`src/rtl/nfl_pkg.sv`:
```
`timescale 1ns/1ps
package nfl_pkg;

   // operation codes on req_op
   localparam logic [2:0] OP_READ_ARRAY  = 3'd0;
   localparam logic [2:0] OP_IDENT       = 3'd1;
   localparam logic [2:0] OP_PROGRAM     = 3'd2;
   localparam logic [2:0] OP_SECT_ERASE  = 3'd3;
   localparam logic [2:0] OP_CHIP_ERASE  = 3'd4;
   localparam logic [2:0] OP_CFI_QUERY   = 3'd5;

   // command offsets (word index for wide devices)
   localparam logic [11:0] OFS_UNLOCK_A  = 12'h555;
   localparam logic [11:0] OFS_UNLOCK_B  = 12'h2AA;
   localparam logic [11:0] OFS_QUERY     = 12'h055;

   localparam int MAX_STEPS = 7;
   localparam int ID_SLOTS  = 4;

   typedef enum logic [1:0] {
      AS_CMD    = 2'd0,
      AS_TARGET = 2'd1,
      AS_BASE   = 2'd2
   } nfl_asel_e;

   typedef struct packed {
      logic        rd;        // read cycle instead of write
      nfl_asel_e   asel;      // address source
      logic [11:0] off;       // command offset when asel == AS_CMD
      logic        use_user;  // drive request data instead of cmd
      logic [7:0]  cmd;       // command code
      logic [1:0]  slot;      // result slot for reads
      logic        last;      // final step of the operation
   } nfl_step_t;

   function automatic logic op_known(input logic [2:0] op);
      return op <= OP_CFI_QUERY;
   endfunction

endpackage

```
`src/rtl/nfl_step_table.sv`:
```
`timescale 1ns/1ps
module nfl_step_table
   import nfl_pkg::*;
#(
   parameter int IW = 3
)(
   input  logic [2:0]    op,
   input  logic [IW-1:0] idx,
   output nfl_step_t     step
);

   function automatic nfl_step_t mk(input logic rd, input nfl_asel_e asel,
                                    input logic [11:0] off, input logic uu,
                                    input logic [7:0] cmd, input logic [1:0] slot,
                                    input logic last);
      nfl_step_t s;
      s.rd       = rd;
      s.asel     = asel;
      s.off      = off;
      s.use_user = uu;
      s.cmd      = cmd;
      s.slot     = slot;
      s.last     = last;
      return s;
   endfunction

   function automatic nfl_step_t wr_cmd(input logic [11:0] off, input logic [7:0] cmd,
                                        input logic last);
      return mk(1'b0, AS_CMD, off, 1'b0, cmd, 2'd0, last);
   endfunction

   function automatic nfl_step_t rd_cmd(input logic [11:0] off, input logic [1:0] slot,
                                        input logic last);
      return mk(1'b1, AS_CMD, off, 1'b0, 8'h00, slot, last);
   endfunction

   nfl_step_t safe_step;
   assign safe_step = mk(1'b0, AS_BASE, 12'h000, 1'b0, 8'hF0, 2'd0, 1'b1);

   always_comb begin
      step = safe_step;
      case (op)
         OP_READ_ARRAY: step = mk(1'b0, AS_BASE, 12'h000, 1'b0, 8'hF0, 2'd0, 1'b1);
         OP_CFI_QUERY: begin
            case (int'(idx))
               0:       step = wr_cmd(OFS_QUERY, 8'h98, 1'b0);
               1:       step = rd_cmd(12'h010, 2'd0, 1'b0);
               2:       step = rd_cmd(12'h011, 2'd1, 1'b0);
               3:       step = rd_cmd(12'h012, 2'd2, 1'b0);
               4:       step = rd_cmd(12'h013, 2'd3, 1'b1);
               default: step = safe_step;
            endcase
         end
         default: begin
            // operations with the unlock pair in front
            case (int'(idx))
               0: step = wr_cmd(OFS_UNLOCK_A, 8'hAA, 1'b0);
               1: step = wr_cmd(OFS_UNLOCK_B, 8'h55, 1'b0);
               default: begin
                  case (op)
                     OP_PROGRAM: begin
                        if (int'(idx) == 2) step = wr_cmd(OFS_UNLOCK_A, 8'hA0, 1'b0);
                        else                step = mk(1'b0, AS_TARGET, 12'h000, 1'b1,
                                                      8'h00, 2'd0, 1'b1);
                     end
                     OP_IDENT: begin
                        case (int'(idx))
                           2:       step = wr_cmd(OFS_UNLOCK_A, 8'h90, 1'b0);
                           3:       step = rd_cmd(12'h000, 2'd0, 1'b0);
                           4:       step = rd_cmd(12'h001, 2'd1, 1'b0);
                           5:       step = rd_cmd(12'h00E, 2'd2, 1'b0);
                           default: step = rd_cmd(12'h00F, 2'd3, 1'b1);
                        endcase
                     end
                     OP_SECT_ERASE, OP_CHIP_ERASE: begin
                        case (int'(idx))
                           2: step = wr_cmd(OFS_UNLOCK_A, 8'h80, 1'b0);
                           3: step = wr_cmd(OFS_UNLOCK_A, 8'hAA, 1'b0);
                           4: step = wr_cmd(OFS_UNLOCK_B, 8'h55, 1'b0);
                           default: begin
                              if (op == OP_SECT_ERASE)
                                 step = mk(1'b0, AS_TARGET, 12'h000, 1'b0, 8'h30, 2'd0, 1'b1);
                              else
                                 step = wr_cmd(OFS_UNLOCK_A, 8'h10, 1'b1);
                           end
                        endcase
                     end
                     default: step = safe_step;
                  endcase
               end
            endcase
         end
      endcase
   end

   // a read step never carries request data
   always_comb begin
      AST_READ_NO_USER: assert (!(step.rd && step.use_user));
   end

endmodule

```
`src/rtl/nfl_addr_former.sv`:
```
`timescale 1ns/1ps
module nfl_addr_former
   import nfl_pkg::*;
#(
   parameter int          AW        = 24,
   parameter int unsigned BASE_ADDR = 32'h0040_0000
)(
   input  nfl_asel_e     asel,
   input  logic [11:0]   off,
   input  logic          cfg_wide,
   input  logic [AW-1:0] tgt,
   output logic [AW-1:0] addr
);

   localparam logic [AW-1:0] BASE = AW'(BASE_ADDR);

   generate
      if (AW < 13 || AW > 32) begin : g_bad_aw
         $error("nfl_addr_former: AW must lie in 13..32");
      end
   endgenerate

   logic [AW-1:0] off_ext;
   logic [AW-1:0] off_bytes;

   assign off_ext   = AW'(off);
   assign off_bytes = cfg_wide ? (off_ext << 1) : off_ext;

   always_comb begin
      case (asel)
         AS_CMD:    addr = BASE + off_bytes;
         AS_TARGET: addr = tgt;
         default:   addr = BASE;
      endcase
   end

endmodule

```
`src/rtl/nfl_id_bank.sv`:
```
`timescale 1ns/1ps
module nfl_id_bank #(
   parameter int DW  = 16,
   parameter int NUM = 4,
   parameter int SW  = 2
)(
   input  logic            clk,
   input  logic            rst_n,
   input  logic            cap,
   input  logic [SW-1:0]   slot,
   input  logic [DW-1:0]   din,
   output logic [NUM*16-1:0] words
);

   logic [15:0] din16;

   generate
      if (DW == 16) begin : g_w16
         assign din16 = din;
      end else if (DW == 8) begin : g_w8
         assign din16 = {8'h00, din};
      end else begin : g_bad
         $error("nfl_id_bank: DW must be 8 or 16");
      end
      if ((1 << SW) < NUM) begin : g_bad_sw
         $error("nfl_id_bank: SW too narrow for NUM");
      end
   endgenerate

   for (genvar g = 0; g < NUM; g++) begin : g_slot
      logic [15:0] w_q;
      always_ff @(posedge clk or negedge rst_n) begin
         if (!rst_n)                        w_q <= '0;
         else if (cap && int'(slot) == g)   w_q <= din16;
      end
      assign words[g*16 +: 16] = w_q;
   end

endmodule

```
`src/rtl/nfl_cmd_sequencer.sv`:
```
`timescale 1ns/1ps
module nfl_cmd_sequencer
   import nfl_pkg::*;
#(
   parameter int          AW        = 24,
   parameter int          DW        = 16,
   parameter int unsigned BASE_ADDR = 32'h0040_0000,
   parameter int          IW        = 3
)(
   input  logic          clk,
   input  logic          rst_n,
   input  logic          cfg_wide,
   input  logic          req_start,
   input  logic [2:0]    req_op,
   input  logic [AW-1:0] req_addr,
   input  logic [DW-1:0] req_wdata,
   output logic          req_busy,
   output logic          req_reject,
   output logic          req_done,
   output logic [15:0]   id_word0,
   output logic [15:0]   id_word1,
   output logic [15:0]   id_word2,
   output logic [15:0]   id_word3,
   output logic [AW-1:0] bus_addr,
   output logic [DW-1:0] bus_wdata,
   output logic          bus_we,
   output logic          bus_re,
   input  logic [DW-1:0] bus_rdata,
   input  logic          bus_ready
);

   localparam int NUM_ID = ID_SLOTS;
   localparam int SW     = $clog2(ID_SLOTS);

   generate
      if ((1 << IW) < MAX_STEPS) begin : g_bad_iw
         $error("nfl_cmd_sequencer: IW cannot count all steps");
      end
      if (DW != 8 && DW != 16) begin : g_bad_dw
         $error("nfl_cmd_sequencer: DW must be 8 or 16");
      end
   endgenerate

   logic          busy_q, done_q, rej_q;
   logic [2:0]    op_q;
   logic [IW-1:0] idx_q;
   logic [AW-1:0] tgt_q;
   logic [DW-1:0] wd_q;
   nfl_step_t     step;
   logic          hs;
   logic          accept;
   logic [NUM_ID*16-1:0] id_words;

   nfl_step_table #(.IW(IW)) u_table (
      .op   (op_q),
      .idx  (idx_q),
      .step (step)
   );

   nfl_addr_former #(.AW(AW), .BASE_ADDR(BASE_ADDR)) u_addr (
      .asel     (step.asel),
      .off      (step.off),
      .cfg_wide (cfg_wide),
      .tgt      (tgt_q),
      .addr     (bus_addr)
   );

   assign hs        = busy_q && bus_ready;
   assign accept    = !busy_q && req_start && op_known(req_op);
   assign bus_we    = busy_q && !step.rd;
   assign bus_re    = busy_q && step.rd;
   assign bus_wdata = step.use_user ? wd_q : DW'(step.cmd);

   nfl_id_bank #(.DW(DW), .NUM(NUM_ID), .SW(SW)) u_ids (
      .clk   (clk),
      .rst_n (rst_n),
      .cap   (hs && step.rd),
      .slot  (step.slot),
      .din   (bus_rdata),
      .words (id_words)
   );

   always_ff @(posedge clk or negedge rst_n) begin
      if (!rst_n) begin
         busy_q <= 1'b0;
         done_q <= 1'b0;
         rej_q  <= 1'b0;
         op_q   <= OP_READ_ARRAY;
         idx_q  <= '0;
         tgt_q  <= '0;
         wd_q   <= '0;
      end else begin
         done_q <= 1'b0;
         rej_q  <= busy_q && req_start;
         if (accept) begin
            busy_q <= 1'b1;
            op_q   <= req_op;
            idx_q  <= '0;
            tgt_q  <= req_addr;
            wd_q   <= req_wdata;
         end else if (hs) begin
            if (step.last) begin
               busy_q <= 1'b0;
               done_q <= 1'b1;
               idx_q  <= '0;
            end else begin
               idx_q  <= idx_q + 1'b1;
            end
         end
      end
   end

   assign req_busy   = busy_q;
   assign req_done   = done_q;
   assign req_reject = rej_q;
   assign id_word0   = id_words[15:0];
   assign id_word1   = id_words[31:16];
   assign id_word2   = id_words[47:32];
   assign id_word3   = id_words[63:48];

   AST_ONE_STROBE:  assert property (@(posedge clk) disable iff (!rst_n) !(bus_we && bus_re));
   AST_HOLD_WRITE:  assert property (@(posedge clk) disable iff (!rst_n)
                       (bus_we && !bus_ready) |=> (bus_we && $stable(bus_addr) && $stable(bus_wdata)));
   AST_HOLD_READ:   assert property (@(posedge clk) disable iff (!rst_n)
                       (bus_re && !bus_ready) |=> (bus_re && $stable(bus_addr)));
   AST_DONE_PULSE:  assert property (@(posedge clk) disable iff (!rst_n) req_done |=> !req_done);
   AST_DONE_IDLE:   assert property (@(posedge clk) disable iff (!rst_n) req_done |-> !req_busy);
   AST_START_BUSY:  assert property (@(posedge clk) disable iff (!rst_n)
                       (!req_busy && req_start && req_op <= 3'd5) |=> req_busy);
   AST_REJECT:      assert property (@(posedge clk) disable iff (!rst_n)
                       (req_busy && req_start) |=> req_reject);
   AST_BAD_OP_IGN:  assert property (@(posedge clk) disable iff (!rst_n)
                       (!req_busy && req_start && req_op > 3'd5) |=> (!req_busy && !bus_we && !bus_re));

endmodule

```
`config.mk`:
```
export PLATFORM = sky130hd
export DESIGN_NAME = nfl_cmd_sequencer
export DESIGN_NICKNAME = d
export VERILOG_FILES = /design/src/rtl/nfl_pkg.sv /design/src/rtl/nfl_step_table.sv /design/src/rtl/nfl_addr_former.sv /design/src/rtl/nfl_id_bank.sv /design/src/rtl/nfl_cmd_sequencer.sv
export SDC_FILE = /design/constraint.sdc
export NUM_CORES = 1
export LEC_CHECK = 0
export BUFFER_PORTS_ARGS = -buffer_cell sky130_fd_sc_hd__buf_4
export CAP_MARGIN = 20
export CORE_ASPECT_RATIO = 1.75
export CORE_MARGIN = 2
export CORE_UTILIZATION = 45
export CTS_CLUSTER_SIZE = 30
export DETAILED_ROUTE_END_ITERATION = 6
export HOLD_SLACK_MARGIN = 0.03
export PLACE_DENSITY_LB_ADDON = 0.12
export RECOVER_POWER = 25
export SLEW_MARGIN = 20
export SYNTH_ARGS = -nofsm -noshare
export SYNTH_HDL_FRONTEND = slang
export SYNTH_SLANG_ARGS = --single-unit
```
`constraint.sdc`:
```
create_clock -name clk -period 3 [get_ports clk]
set_input_delay 0.15 -clock clk [delete_from_list [all_inputs] [get_ports clk]]
set_output_delay 0.15 -clock clk [all_outputs]
set_load 0.1 [all_outputs]
```
==> results.md <==
* Status: complete, no violations
* Worst slew margin at 0.128
* Die Width at 88.6 um
* EDFF count, synth at 0
* Worst Path Arrival at 2800 ps
* Worst hold path endpoint: tgt_q[20]
* # setup viols final at 0
* Die area at 0.0135 sq mm
* Worst hold path stage count at 1
* N_diodes at 0
* Flops & latches, synth at 113
* Die H at 152 um
* Worst Setup End Kind: primary output
* Yosys cell types at 62
* Hold_ws at 497 ps
* Drt first pass iters at 5
* Maxcap violations at 0
* Avg WL per Cell at 19.5 um
* Slew Limit Fails at 0
* H-tree level count at 4
* Final Hold Vio Count at 0
* Core Area at 0.0124 sq mm
* Syn nets at 548
* Kind of critical path: flop to primary output
* Post-Synthesis Cells at 479
* CP max FO at 6
* Num Clock Sinks at 113
* Area growth from synthesis to layout at 55.8%
* Gpl congestion at 0.973
* Met3 wire length at 823 um
* Internal reg-to-reg setup slack at 360 ps
* Synth Area per Inst at 11.8 sq um
* Initial antenna violation count at 0
* Worst-case clock skew at 10.0 ps
* Tmin final at 2950 ps
* Starting DRC count in detailed routing at 213
* First-pass GRT wire length at 27.1 mm
* Post-synth top flop: dfrtp_1
* Via density at 5.32
* Port Buf Inserts at 172
* Initial Util at 0.456
* Root Buffer: clkbuf_16
* Placed Instance Area at 0.00727 sq mm
* Deepest clock path buffer count at 2
* TritonCTS Buffers at 17
* Reg2Reg Launch Point: idx_q[1]
* Register area share after synthesis at 0.501
* Drc violations at 0
* Startpoint Class: flop
* Antenna-violating nets left at 0
* I/O pin count at 173
* HP Start: tgt_q[20]
* Final Cycle Share at 0.982
* Ys async rst share at 1.00
* Most common cell after layout, fill and taps aside: buf_4
* Final WL at 17.8 mm
* Total gr overflow at 0
* Rows at 54
* HPWL Detailed at 12.2 mm
* Commonest cells after routing, fill and taps aside: 175 x buf_4, 111 x dfrtp_1, 93 x mux2_2, 63 x dlygate4sd3_1
* Max Clk Rate at 339 MHz
* FF-to-FF End: u_ids.g_slot[1].w_q[5]
* Largest net degree at the start of global routing at 52
* Netlist Area Pre-Place at 0.00564 sq mm
* Final instance area at 0.00879 sq mm
* Skew-Pair Late Insertion Delay at 410 ps
* Critical path required time at 2850 ps
* Hold Crit Class: flop to flop
* R2R depth at 9
* Met2 wire len at 9.97 mm
* Met1 WL at 6.02 mm
* Worst-path clk slew at 60 ps
* Ratio of cells with drive above 1 in the final layout at 0.517
* Number of global-route vias before repair at 5256
* CTS tree: yes
* Top Layer Used: met4
* Pin slew with the least headroom to its limit at 1310 ps
* Synthesis warning total at 0
* GRT Total Usage at 0.264
* Vias at 4852
* Layout net count at 801
## stage by stage
step	setup TNS, ps	std cells	setup slack, ps	utilization
floorplan	-402	479	-402	-
global placement	0	814	255	0.588
detailed placement	0	814	213	0.588
CTS	-103	908	-32.8	0.696
global route	-148	912	-119	0.711
finish	0	912	53.5	0.711
## synth_stat cells, drive strengths merged, types with 3 or more instances
cell,instances,area share
o22a,3,0.0047
buf,17,0.024
inv,7,0.0047
o31ai,8,0.011
a21oi,17,0.016
a21o,3,0.0040
o21ai,20,0.018
nand2b,11,0.012
o21bai,3,0.0053
and2,25,0.028
nor2b,8,0.0089
nor2,27,0.018
a31oi,4,0.0044
nand2,30,0.021
nor3,5,0.0053
or3,4,0.0053
mux2,105,0.22
ha,5,0.011
dfrtp,113,0.50
o211ai,3,0.0040
nand3,12,0.011
clkbuf,13,0.0089
o22ai,4,0.0044
a211o,3,0.0047
## final cells by class
class / instances / area (sq um)
fill: 945 / 3580
sequential: 113 / 2830
multi-input combinational: 329 / 2760
timing repair buffer: 264 / 2330
clock buffer: 17 / 425
tap: 168 / 210
clock inverter: 14 / 204
inverter: 7 / 26.3
## worst max-delay path by stage
stage,startpoint,end,cells past startpoint
2_1_floorplan,idx_q[0],bus_addr[0],7
3_3_place_gp,idx_q[0],bus_addr[2],11
3_5_place_dp,idx_q[0],u_ids.g_slot[2].w_q[3],9
4_1_cts,idx_q[0],bus_addr[8],10
5_1_grt,idx_q[1],bus_wdata[3],8
6_report,idx_q[1],bus_wdata[3],8
## timing repair
item / in CTS / in global routing
gates resized for setup: 21 / 31
cloned: 0 / 3
pin swaps: 0 / 5
hold endpoints to repair: 158 / 0
endpoints found under the setup margin: 27 / 27
buffers inserted: 0 / 2
hold buffers: 63 / 0
## routing by layer
layer	GRT usage	up-vias
li1	-	2206
met1	0.269	2391
met2	0.475	198
met3	0.0592	57
met4	0.145	0
met5	0	-
## critical path, stage by stage (launching register included)
cell	delay, ps
dfrtp_1	410
inv_1	130
ha_1	330
buf_4	210
nand2b_1	80
o21ai_0	520
nor3_1	170
a211o_1	300
buf_4	230
## logic make-up (layout without fill, tap and decap cells)
kind of cell | count (synthesis) | after routing | synth area share
muxes | 105 | 105 | 0.216
and+or+nand+nor | 134 | 134 | 0.127
buffers and inverters | 37 | 302 | 0.0373
DFF | 113 | 113 | 0.501
adders and majority gates | 5 | 5 | 0.0111
AOI/OAI and AO/OA | 84 | 84 | 0.105
xor gates and xnor gates | 1 | 1 | 0.00155
## sequential cells by signal (all words and copies together), names as in the netlist
name	cells
tgt_q	24
req_reject	1
u_ids.g_slot.w_q	64
req_busy	1
wd_q	16
req_done	1
op_q	3
idx_q	3
Power is not shown: default switching activity piles up to over one toggle a cycle in this logic, so the estimate is an artifact.
